==> config.mk <==
export PLATFORM = sky130hd
export DESIGN_NAME = prio_arbiter
export DESIGN_NICKNAME = d
export VERILOG_FILES = /design/src/rtl/prio_arb_pkg.sv /design/src/rtl/prio_arb_regs.sv /design/src/rtl/prio_arb_lvl_sel.sv /design/src/rtl/prio_arb_pick.sv /design/src/rtl/prio_arbiter.sv
export SDC_FILE = /design/constraint.sdc
export NUM_CORES = 1
export LEC_CHECK = 0
export BUFFER_PORTS_ARGS = -buffer_cell sky130_fd_sc_hd__buf_4
export CORE_UTILIZATION = 40
export CTS_BUF_LIST = sky130_fd_sc_hd__clkbuf_16
export DETAILED_ROUTE_END_ITERATION = 7
export GPL_TIMING_DRIVEN = 0
export SLEW_MARGIN = 20
export SYNTH_ARGS = -nofsm -noshare
export SYNTH_HDL_FRONTEND = slang
export SYNTH_HIERARCHICAL = 1
export SYNTH_SLANG_ARGS = --single-unit
==> constraint.sdc <==
create_clock -name clk_i -period 12.82 [get_ports clk_i]
set_input_delay 0 -clock clk_i [delete_from_list [all_inputs] [get_ports clk_i]]
set_output_delay 0 -clock clk_i [all_outputs]
set_load 0.005 [all_outputs]
==> src/rtl/prio_arb_pkg.sv <==
package prio_arb_pkg;
  localparam int unsigned NUM_M_DEF = 8;
  localparam int unsigned LVL_W_DEF = 3;
  localparam logic [NUM_M_DEF*LVL_W_DEF-1:0] HW_LVL_DEF =
    {3'd6, 3'd6, 3'd5, 3'd4, 3'd3, 3'd1, 3'd2, 3'd7};
endpackage

==> src/rtl/prio_arb_regs.sv <==
module prio_arb_regs #(
  parameter int unsigned NUM_M = 8,
  parameter int unsigned LVL_W = 3,
  localparam int unsigned FLD_W = LVL_W + 1,
  localparam int unsigned REG_W = NUM_M * FLD_W
) (
  input  logic                   clk_i,
  input  logic                   rst_ni,
  input  logic                   we_i,
  input  logic                   sel_i,
  input  logic [REG_W-1:0]       wdata_i,
  output logic [REG_W-1:0]       rdata_o,
  output logic [NUM_M*LVL_W-1:0] sw_lvl_o,
  output logic [NUM_M-1:0]       sw_en_o
);
  logic [NUM_M-1:0] en_q;
  logic [REG_W-1:0] prio_rd;

  for (genvar i = 0; i < NUM_M; i++) begin : g_lvl
    logic [LVL_W-1:0] lvl_q;
    always_ff @(posedge clk_i or negedge rst_ni) begin
      if (!rst_ni)             lvl_q <= (i == 0) ? LVL_W'(0) : LVL_W'(1);
      else if (we_i && !sel_i) lvl_q <= wdata_i[i*FLD_W +: LVL_W];
    end
    assign sw_lvl_o[i*LVL_W +: LVL_W] = lvl_q;
    // reserved top bit of each field is tied low
    assign prio_rd[i*FLD_W +: FLD_W]  = {1'b0, lvl_q};
  end

  always_ff @(posedge clk_i or negedge rst_ni) begin
    if (!rst_ni)            en_q <= '0;
    else if (we_i && sel_i) en_q <= wdata_i[NUM_M-1:0];
  end

  assign sw_en_o = en_q;
  assign rdata_o = sel_i ? REG_W'(en_q) : prio_rd;
endmodule

==> src/rtl/prio_arb_lvl_sel.sv <==
module prio_arb_lvl_sel #(
  parameter int unsigned NUM_M = 8,
  parameter int unsigned LVL_W = 3,
  parameter logic [NUM_M*LVL_W-1:0] HW_LVL = '0
) (
  input  logic [NUM_M*LVL_W-1:0] sw_lvl_i,
  input  logic [NUM_M-1:0]       sw_en_i,
  output logic [NUM_M*LVL_W-1:0] eff_lvl_o
);
  for (genvar i = 0; i < NUM_M; i++) begin : g_sel
    assign eff_lvl_o[i*LVL_W +: LVL_W] =
      sw_en_i[i] ? sw_lvl_i[i*LVL_W +: LVL_W] : HW_LVL[i*LVL_W +: LVL_W];
  end
endmodule

==> src/rtl/prio_arb_pick.sv <==
module prio_arb_pick #(
  parameter int unsigned NUM_M = 8,
  parameter int unsigned LVL_W = 3
) (
  input  logic [NUM_M-1:0]       req_i,
  input  logic [NUM_M*LVL_W-1:0] lvl_i,
  output logic [NUM_M-1:0]       win_o
);
  logic             found;
  logic [LVL_W-1:0] best;

  // strict less-than keeps the lower index on a tie
  always_comb begin
    found = 1'b0;
    best  = '0;
    win_o = '0;
    for (int i = 0; i < NUM_M; i++) begin
      if (req_i[i] && (!found || lvl_i[i*LVL_W +: LVL_W] < best)) begin
        found    = 1'b1;
        best     = lvl_i[i*LVL_W +: LVL_W];
        win_o    = '0;
        win_o[i] = 1'b1;
      end
    end
  end
endmodule

==> src/rtl/prio_arbiter.sv <==
module prio_arbiter #(
  parameter int unsigned NUM_M = prio_arb_pkg::NUM_M_DEF,
  parameter int unsigned LVL_W = prio_arb_pkg::LVL_W_DEF,
  parameter logic [NUM_M*LVL_W-1:0] HW_LVL = prio_arb_pkg::HW_LVL_DEF,
  localparam int unsigned REG_W = NUM_M * (LVL_W + 1)
) (
  input  logic             clk_i,
  input  logic             rst_ni,
  input  logic [NUM_M-1:0] req_i,
  input  logic             reg_we_i,
  input  logic             reg_sel_i,
  input  logic [REG_W-1:0] reg_wdata_i,
  output logic [REG_W-1:0] reg_rdata_o,
  output logic [NUM_M-1:0] gnt_o
);
  logic [NUM_M*LVL_W-1:0] sw_lvl, eff_lvl;
  logic [NUM_M-1:0]       sw_en, win, gnt_q;
  logic                   hold;

  prio_arb_regs #(.NUM_M(NUM_M), .LVL_W(LVL_W)) u_regs (
    .clk_i    (clk_i),
    .rst_ni   (rst_ni),
    .we_i     (reg_we_i),
    .sel_i    (reg_sel_i),
    .wdata_i  (reg_wdata_i),
    .rdata_o  (reg_rdata_o),
    .sw_lvl_o (sw_lvl),
    .sw_en_o  (sw_en)
  );

  prio_arb_lvl_sel #(.NUM_M(NUM_M), .LVL_W(LVL_W), .HW_LVL(HW_LVL)) u_sel (
    .sw_lvl_i  (sw_lvl),
    .sw_en_i   (sw_en),
    .eff_lvl_o (eff_lvl)
  );

  prio_arb_pick #(.NUM_M(NUM_M), .LVL_W(LVL_W)) u_pick (
    .req_i (req_i),
    .lvl_i (eff_lvl),
    .win_o (win)
  );

  assign hold = |(gnt_q & req_i);

  always_ff @(posedge clk_i or negedge rst_ni) begin
    if (!rst_ni)    gnt_q <= '0;
    else if (!hold) gnt_q <= win;
  end

  assign gnt_o = gnt_q;
endmodule

# == Word-level counts from Yosys, hierarchy flattened ==
# Index checks and enable logic that the tools add are counted.
# totals
reg_bits,40
latchBits,0
ram_bits,0
rom_bits,0
input_bits,44
out_inout_bits,40
word_cells,74
memories,0
# op_classes
n_addsub,0
mul,0
div,0
n_lt_le_gt_ge,7
n_eq_ne,0
shift,0
n_mux,31
n_bitwise,1
n_reduce_logical,25
# ops
op,count
8-bit two-way mux,7
3-bit two-way mux,15
31-bit two-way mux,1
3-bit < comparator,7
1-bit logical AND,9
8-bit AND,1
1-bit zero test,8
1-bit two-way mux,8
8-bit OR reduction,1
1-bit logical OR,7

# == Longest topological paths before layout ==
# Gate-level depths: netlist of the first run.
# depth
ltp_word,30
depth_mapped,48
mapped_depth_nobuf,48

# == Modules after synthesis ==
# The synthesis of the first run kept the hierarchy.
# by_module_without_submodules
mod,instances,cells_each,area_per_inst_um2
prio_arb_regs,1,105,1576.5
prio_arb_pick,1,145,1061.0
prio_arbiter,1,21,389.1
prio_arb_lvl_sel,1,24,150.1

# == Worst setup path after synthesis of the first run ==
# Ideal clock, no wire load.
# synth_path
path_type,register to register
startpoint,register u_regs.en_q[1] (netlist: u_regs/sw_en_o[1])
endpoint,register gnt_q[1] (netlist: gnt_o[1])
setup_ns,0.065
arrival_time_ns,9.989
required_time_ns,12.755
setup_slack_ns,2.767
path_stages_with_launch,48
period_less_slack_ns,10.053
cell_sequence,dfrtp_1 > and2_1 > ha_1 > nand2b_1 > a211o_1 > nand2_1 > a21o_1 > inv_1 > ha_1 > a21oi_1 > nand2_1 > a211oi_1 > a2111oi_0 > or2_2 > ha_1 > o21a_1 > o21bai_1 > or2_1 > [... 12 more ...] > o211ai_1 > mux2_2 > ha_1 > o21ai_0 > or2b_2 > nand2_1 > o21ai_0 > a31oi_1 > mux2_2 > ha_1 > o21a_1 > nor2_1 > nor4_1 > o2111a_1 > a311oi_2 > or3_4 > nor4b_2 > mux2_2
# synth_between
elab_chain_len,29
# synth_lines
item,line_no,rtl
"start, declared",prio_arb_regs.sv:16,logic [NUM_M-1:0] en_q;
"start signal, assigned",prio_arb_regs.sv:32,else if (we_i && sel_i) en_q <= wdata_i[NUM_M-1:0];
3-bit two-way mux (*),prio_arb_lvl_sel.sv:12,sw_en_i[i] ? sw_lvl_i[i*LVL_W +: LVL_W] : HW_LVL[i*LVL_W +: LVL_W];
named net eff_lvl[5],prio_arbiter.sv:16,"logic [NUM_M*LVL_W-1:0] sw_lvl, eff_lvl;"
3-bit < comparator,prio_arb_pick.sv:18,if (req_i[i] && (!found || lvl_i[i*LVL_W +: LVL_W] < best)) begin
1-bit logical OR,prio_arb_pick.sv:18,
1-bit logical AND,prio_arb_pick.sv:18,
3-bit two-way mux / 1-bit two-way mux (equally long branches),prio_arb_pick.sv:18,
3-bit < comparator / 1-bit zero test (equally long branches),prio_arb_pick.sv:18,
1-bit logical OR,prio_arb_pick.sv:18,
[... 15 more ...],n/a,
1-bit logical OR,prio_arb_pick.sv:18,
1-bit logical AND,prio_arb_pick.sv:18,
3-bit two-way mux / 1-bit two-way mux (equally long branches),prio_arb_pick.sv:18,
3-bit < comparator / 1-bit zero test (equally long branches),prio_arb_pick.sv:18,
1-bit logical OR,prio_arb_pick.sv:18,
1-bit logical AND,prio_arb_pick.sv:18,
8-bit two-way mux (*),prio_arb_pick.sv:18,
named net win[1],prio_arbiter.sv:17,"logic [NUM_M-1:0] sw_en, win, gnt_q;"
"end signal, assigned",prio_arbiter.sv:47,else if (!hold) gnt_q <= win;
"end, declared",prio_arbiter.sv:17,
# Mark *: on every way through the listed nets, which the timed path passes. The rest lies on a longest branch.
# A chain may end at the register's enable or synchronous reset.

# == Worst setup path in the final report of the first run ==
# layout_path
startpoint,register u_regs.g_lvl[1].lvl_q[2]
endpoint,register gnt_q[1] (netlist: gnt_o[1])
# layout_between
elab_chain_len,29
# layout_lines
item,line_no,rtl
"start, declared",prio_arb_regs.sv:20,logic [LVL_W-1:0] lvl_q;
"start signal, assigned",prio_arb_regs.sv:22,if (!rst_ni) lvl_q <= (i == 0) ? LVL_W'(0) : LVL_W'(1);
"start signal, assigned",prio_arb_regs.sv:23,else if (we_i && !sel_i) lvl_q <= wdata_i[i*FLD_W +: LVL_W];
3-bit two-way mux (*),prio_arb_lvl_sel.sv:12,
named net eff_lvl[5],prio_arbiter.sv:16,
3-bit < comparator,prio_arb_pick.sv:18,
1-bit logical OR,prio_arb_pick.sv:18,
1-bit logical AND,prio_arb_pick.sv:18,
3-bit two-way mux / 1-bit two-way mux (equally long branches),prio_arb_pick.sv:18,
3-bit < comparator / 1-bit zero test (equally long branches),prio_arb_pick.sv:18,
1-bit logical OR,prio_arb_pick.sv:18,
[... 15 more ...],n/a,
1-bit logical OR,prio_arb_pick.sv:18,
1-bit logical AND,prio_arb_pick.sv:18,
3-bit two-way mux / 1-bit two-way mux (equally long branches),prio_arb_pick.sv:18,
3-bit < comparator / 1-bit zero test (equally long branches),prio_arb_pick.sv:18,
1-bit logical OR,prio_arb_pick.sv:18,
1-bit logical AND,prio_arb_pick.sv:18,
8-bit two-way mux (*),prio_arb_pick.sv:18,
named net win[1],prio_arbiter.sv:17,
# Marked as above.

==> flow_metrics.env, run 1 <==
export IMPL_syn_avg_cell_area_sq_um=10.8
export IMPL_clk_insertion_delay_late_ps=280
export IMPL_r2r_start="u_regs/g_lvl[1].lvl_q[2]"
export IMPL_rows=32
export IMPL_cp_end_kind="flip-flop"
export IMPL_drive_above_1_share=0.425
export IMPL_clk_pin_slew_worst_paths_ps=60
export IMPL_cts_sinks=40
export IMPL_cts_tree="built"
export IMPL_hold_end="gnt_o[1]"
export IMPL_final_antenna_net_count=0
export IMPL_netlist_area_sq_um=3180
export IMPL_setup_tns_ps=0
export IMPL_slew_viol_final=0
export IMPL_rsz0062_at_grt="no"
export IMPL_cp_buffers_inverters=2
export IMPL_synthToLayoutAreaGrowth_pct=34.2
export IMPL_crit_fanout=5
export IMPL_pwr_density_cell_nw_per_um2=160
export IMPL_grt_max_degree=41
export IMPL_crit_top_cell="ha_1"
export IMPL_reg2reg_to="gnt_o[1]"
export IMPL_yosys_top_cells_area="dfrtp_1 (26%), mux2_4 (12%), mux2_2 (8.9%), dfstp_2 (5.8%), ha_1 (5.5%)"
export IMPL_grt_pass1_vias=2575
export IMPL_die_area_sq_um=8300
export IMPL_reg2reg_setup_slack_ps=1360
export IMPL_multi_input_area_sq_um=2010
export IMPL_yosysMostFrequentCell="dfrtp_1"
export IMPL_final_hold_violation_count=0
export IMPL_p_leak_nw=1.98
export IMPL_synth_top_area_share=0.260
export IMPL_cts_resized=0
export IMPL_hold_path_class="input port to flip-flop"
export IMPL_drtIter0Drc=46
export IMPL_fmaxAchievable_mhz=87.3
export IMPL_design_area_sq_um=4260
export IMPL_via_count=2544
export IMPL_clk_path_buf_depth=2
export IMPL_hold_path_startpoint="req_i[7]"
export IMPL_postCtsSetupBuffers=0
export IMPL_required_ps=13040
export IMPL_design_core_area_sq_um=7690
export IMPL_nets=462
export IMPL_routed_wl_um=7400
export IMPL_cap_violations=0
export IMPL_place_area_sq_um=3850
export IMPL_ys_seq_area_frac=0.318
export IMPL_status="completed"
export IMPL_worst_r2r_cell_count=47
export IMPL_grt_pass1_wl_um=12600
export IMPL_htreeDepth=2
export IMPL_gp_congestion=0.785
export IMPL_worstHoldPathCells=4
export IMPL_tightest_slew_ps=597
export IMPL_wl_per_cell_um=14.6
export IMPL_synth_commonest_cells="dfrtp_1 (33), mux2_2 (25), mux2_4 (25)"
export IMPL_ctsHoldBuffers=27
export IMPL_track_usage=0.189
export IMPL_die_h_um=91.1
export IMPL_initial_core_util=0.413
export IMPL_critical_path_top_delay_family="compound AO/OA/AOI/OAI gates"
export IMPL_vias_per_cell=5.02
export IMPL_ys_seq_elements=40
export IMPL_die_x_um=91.1
export IMPL_synth_edf_count=0
export IMPL_ctsRootBufferMaster="clkbuf_16"
export IMPL_dr_pass1_iters=6
export IMPL_yosys_area_top_type="dfrtp_1"
export IMPL_grt_overflow=0
export IMPL_yosysWarnings=6
export IMPL_crit_arrival_ps=11680
export IMPL_crit_slowest_cell="a211oi_1"
export IMPL_max_slew_margin=0.591
export IMPL_io_pins=84
export IMPL_antenna_found_initial=0
export IMPL_route_detailed_drc=0
export IMPL_dp_hpwl_um=5590
export IMPL_cp_slowest_stage_delay_ps=460
export IMPL_cp_start_kind="flip-flop"
export IMPL_ys_types=60
export IMPL_port_buffers=70
export IMPL_fin_crit_ps=11460
export IMPL_ff_latch_area_sq_um=1010
export IMPL_dominantRegCellSynth="dfrtp_1"
export IMPL_worstSetupPathType="flip-flop to flip-flop"
export IMPL_period_share=0.894
export IMPL_synthCells=295
export IMPL_async_flop_share=1.00
export IMPL_skew_ps=8.16
export IMPL_worst_ir_drop_vdd_mv=0.0590
export IMPL_cts_buffers=5
export IMPL_antenna_cells=0
export IMPL_setup_viol=0
export IMPL_fillers=700
per-layer routing:
metal  share of wire  track usage  vias up
li1                -            -     1275
met1            0.49        0.266     1202
met2            0.46        0.304       63
met3           0.042       0.0293        4
met4          0.0065       0.0423        0
met5               0            0        -
area by class of cell:
cell class	count	share of cell area
clock inverter	3	0.00469
inverter	12	0.0106
buffer	14	0.0305
timing repair buffer	97	0.187
tap	102	0.0299
multi-input combinational	234	0.472
sequential	40	0.237
clock buffer	5	0.0293
cell families after synthesis:
| kind of cell | share of synthesized area |
|---|---|
| AOI/OAI and AO/OA | 0.152 |
| adders and majority gates | 0.0551 |
| buffers and inverters | 0.0551 |
| DFF | 0.318 |
| muxes | 0.213 |
| other | 0.00118 |
| and+or+nand+nor | 0.206 |
how the worst max path moves through the flow:
stage / from / end / slack [ps] / depth (start not counted)
after detailed placement: u_regs/sw_en_o[1] / gnt_o[1] / 1460 / 47
after global routing: u_regs/g_lvl[1].lvl_q[2] / gnt_o[0] / 460 / 47
after floorplan: u_regs/sw_en_o[1] / gnt_o[1] / 2770 / 47
final: u_regs/g_lvl[1].lvl_q[2] / gnt_o[1] / 1360 / 47
after CTS: u_regs/sw_en_o[1] / gnt_o[1] / 1390 / 47
after global placement: u_regs/g_lvl[1].lvl_q[2] / gnt_o[1] / 1600 / 47
flip-flops by register name, summed over array words and instances (netlist names):
name	cells
u_regs/g_lvl.lvl_q	24
gnt_o	8
u_regs/sw_en_o	8
per-stage QoR:
stage / util / hold WS, ps / total power, mW / cells / setup slack (ps)
6_report: 0.555 / 231 / 0.684 / 507 / 1360
5_1_grt: 0.555 / 255 / 0.741 / 507 / 455
4_1_cts: 0.555 / 236 / 0.689 / 507 / 1390
3_5_place_dp: 0.501 / 26.3 / 0.555 / 472 / 1460
3_3_place_gp: 0.501 / 21.7 / 0.548 / 472 / 1600
2_1_floorplan: - / -296 / 0.459 / 300 / 2770
layout by cell type (no fill, tap or decap), types with 5 or more instances in the layout:
cell / synthesis / routed
nor2b_1: 20 / 20
and2_1: 13 / 13
o21a_1: 6 / 6
nor2_1: 12 / 12
or2_2: 5 / 5
conb_1: 1 / 6
ha_1: 14 / 14
o21ai_0: 6 / 6
dfrtp_1: 33 / 33
nor3_1: 6 / 6
dlygate4sd3_1: 0 / 27
buf_4: 6 / 76
clkbuf_16: 0 / 5
nand2_1: 9 / 9
nand2b_1: 17 / 17
dfstp_2: 7 / 7
inv_1: 12 / 13
a21oi_1: 8 / 8
mux2_4: 25 / 25
mux2_2: 25 / 25
where the power goes:
part           total [mW]  internal, mW  switching (mW)  leakage [nW]
logic               0.386         0.206           0.179          1.43
registers           0.174         0.153          0.0213         0.475
clock network       0.124        0.0718          0.0525        0.0712
worst reg2reg max path, delay by kind of cell (launching register included):
kind,cells,cell delay (ps)
muxes,4,1300
buffers and inverters,2,110
adders and majority gates,7,1980
AOI/OAI and AO/OA,20,4420
DFF,1,400
and+or+nand+nor,14,3190
No activity file was read; power rests on OpenSTA's default activity.
==> run 2, diff against run 1 <==
--- a/config.mk
+++ b/config.mk
@@ -7,7 +7,6 @@
 export LEC_CHECK = 0
 export BUFFER_PORTS_ARGS = -buffer_cell sky130_fd_sc_hd__buf_4
 export CORE_UTILIZATION = 40
-export CTS_BUF_LIST = sky130_fd_sc_hd__clkbuf_16
 export DETAILED_ROUTE_END_ITERATION = 7
 export GPL_TIMING_DRIVEN = 0
 export SLEW_MARGIN = 20
==> flow_metrics.env, run 2 (synthesis gave the netlist of run 1 again) <==
export IMPL_status="completed"
export IMPL_startpoint="u_regs/g_lvl[1].lvl_q[2]"
export IMPL_grt_max_degree=41
export IMPL_cap_violations=0
export IMPL_grt_overflow=0
export IMPL_track_usage=0.188
export IMPL_cp_start_kind="flip-flop"
export IMPL_port_buffers=70
export IMPL_initial_core_util=0.413
export IMPL_dr_pass1_iters=6
export IMPL_cts_buffers=5
export IMPL_crit_arrival_ps=11710
export IMPL_drive_above_1_share=0.425
export IMPL_final_hold_violation_count=0
export IMPL_synthToLayoutAreaGrowth_pct=32.5
export IMPL_intPower_uw=398
export IMPL_gp_congestion=0.785
export IMPL_clkPwrFrac=0.135
export IMPL_period_share=0.896
export IMPL_cts_sinks=40
export IMPL_io_pins=84
export IMPL_required_ps=13050
export IMPL_worst_ir_drop_vdd_mv=0.0581
export IMPL_max_slew_margin=0.577
export IMPL_p_sw_frac=0.385
export IMPL_ctsRootBufferMaster="clkbuf_8"
export IMPL_route_detailed_drc=0
export IMPL_final_antenna_net_count=0
export IMPL_via_count=2547
export IMPL_rsz0062_at_grt="no"
export IMPL_hold_path_startpoint="req_i[7]"
export IMPL_slew_viol_final=0
export IMPL_crit_fanout=5
export IMPL_p_comb_frac=0.597
export IMPL_cts_tree="built"
export IMPL_pwr_density_cell_nw_per_um2=154
export IMPL_dp_hpwl_um=5590
export IMPL_setup_tns_ps=0
export IMPL_grt_pass1_vias=2575
export IMPL_vias_per_cell=5.02
export IMPL_r2r_start="u_regs/g_lvl[1].lvl_q[2]"
export IMPL_power_switching_uw=249
export IMPL_layout_common_cells="buf_4 (76), dfrtp_1 (33), dlygate4sd3_1 (27), mux2_4 (25), mux2_2 (25)"
export IMPL_fin_crit_ps=11480
export IMPL_crit_top_cell="ha_1"
export IMPL_die_area_sq_um=8300
export IMPL_design_core_area_sq_um=7690
export IMPL_postCtsSetupBuffers=0
export IMPL_antenna_cells=0
export IMPL_htreeDepth=2
export IMPL_top_register="u_regs/g_lvl.lvl_q"
export IMPL_fin_hold_ws_ps=219
export IMPL_routed_wl_um=7420
export IMPL_hold_path_class="input port to flip-flop"
export IMPL_cp_end_kind="flip-flop"
export IMPL_skew_ps=10.4
export IMPL_fmaxAchievable_mhz=87.1
export IMPL_critical_path_top_delay_family="compound AO/OA/AOI/OAI gates"
export IMPL_setup_viol=0
export IMPL_nets=462
export IMPL_final_common_cell="buf_4"
export IMPL_wl_per_cell_um=14.6
export IMPL_rows=32
export IMPL_cp_slowest_stage_delay_ps=460
export IMPL_drtIter0Drc=59
export IMPL_crit_slowest_cell="a211oi_1"
export IMPL_cts_resized=0
export IMPL_die_h_um=91.1
export IMPL_clk_insertion_delay_late_ps=300
export IMPL_p_leak_nw=1.95
export IMPL_clk_path_buf_depth=2
export IMPL_tightest_slew_ps=619
export IMPL_largest_reg_flops=24
export IMPL_cp_buffers_inverters=2
export IMPL_antenna_found_initial=0
export IMPL_p_seq_frac=0.269
export IMPL_grt_pass1_wl_um=12600
export IMPL_final_util=0.547
export IMPL_clk_pin_slew_worst_paths_ps=90
export IMPL_die_x_um=91.1
export IMPL_worstSetupPathType="flip-flop to flip-flop"
## run 2: changes by cell type in the layout (fill, tap and decap cells not counted), sizes merged
cell	change
clkbuf	+1
inv	-1
## run 2: routing by layer
| layer | track usage | routed length (um) | part of all wire |
|---|---|---|---|
| met5 | 0 | 0 | 0 |
| met4 | 0.0423 | 48 | 0.0065 |
| met3 | 0.0293 | 298 | 0.040 |
| met2 | 0.303 | 3390 | 0.46 |
| met1 | 0.265 | 3670 | 0.50 |
## run 2: path summary, 6_finish.rpt
path	cells past startpoint	slack, ps	endpoint
min in group asynchronous	2	230	gnt_o[0]
max in group asynchronous	2	12200	u_regs/g_lvl[6].lvl_q[0]
hold reg to reg	1	540	u_regs/g_lvl[4].lvl_q[1]
setup / recovery	47	1340	gnt_o[1]
hold / removal	4	220	gnt_o[1]
setup reg to reg	47	1340	gnt_o[1]
## run 2: worst min-delay path, delay by kind of cell
family                 cells  cell delay (ps)
AOI/OAI and AO/OA          1               60
buffers and inverters      1              110
muxes                      1              170
and+or+nand+nor            1              140
## run 2: area by class of cell
| type | count | area, sq um |
|---|---|---|
| fill | 706 | 3480 |
| multi-input combinational | 234 | 2010 |
| sequential | 40 | 1010 |
| timing repair buffer | 97 | 796 |
| buffer | 14 | 130 |
| tap | 102 | 128 |
| clock buffer | 6 | 72.6 |
| inverter | 12 | 45.0 |
| clock inverter | 2 | 16.3 |
## run 2: per-stage QoR
stage	area [sq um]	std cells	setup WS, ps	power, mW
2_1_floorplan	3200	300	2770	0.459
3_3_place_gp	3850	472	1600	0.548
3_5_place_dp	3850	472	1460	0.555
4_1_cts	4210	507	1390	0.652
5_1_grt	4210	507	447	0.703
6_report	4210	507	1340	0.646
## run 2: power by group through the flow
stage / registers [mW] / logic, mW / clock network, mW
after floorplan: 0.171 / 0.288 / 0
after global placement: 0.176 / 0.372 / 0
after detailed placement: 0.177 / 0.378 / 0
after CTS: 0.174 / 0.387 / 0.0909
after global routing: 0.179 / 0.429 / 0.0954
final: 0.174 / 0.386 / 0.0870
## run 2: what timing repair did
| action | in CTS | in global routing |
|---|---|---|
| hold buffers | 27 | 0 |
| hold endpoints to repair | 65 | 0 |
| endpoints found under the setup margin | 0 | 0 |
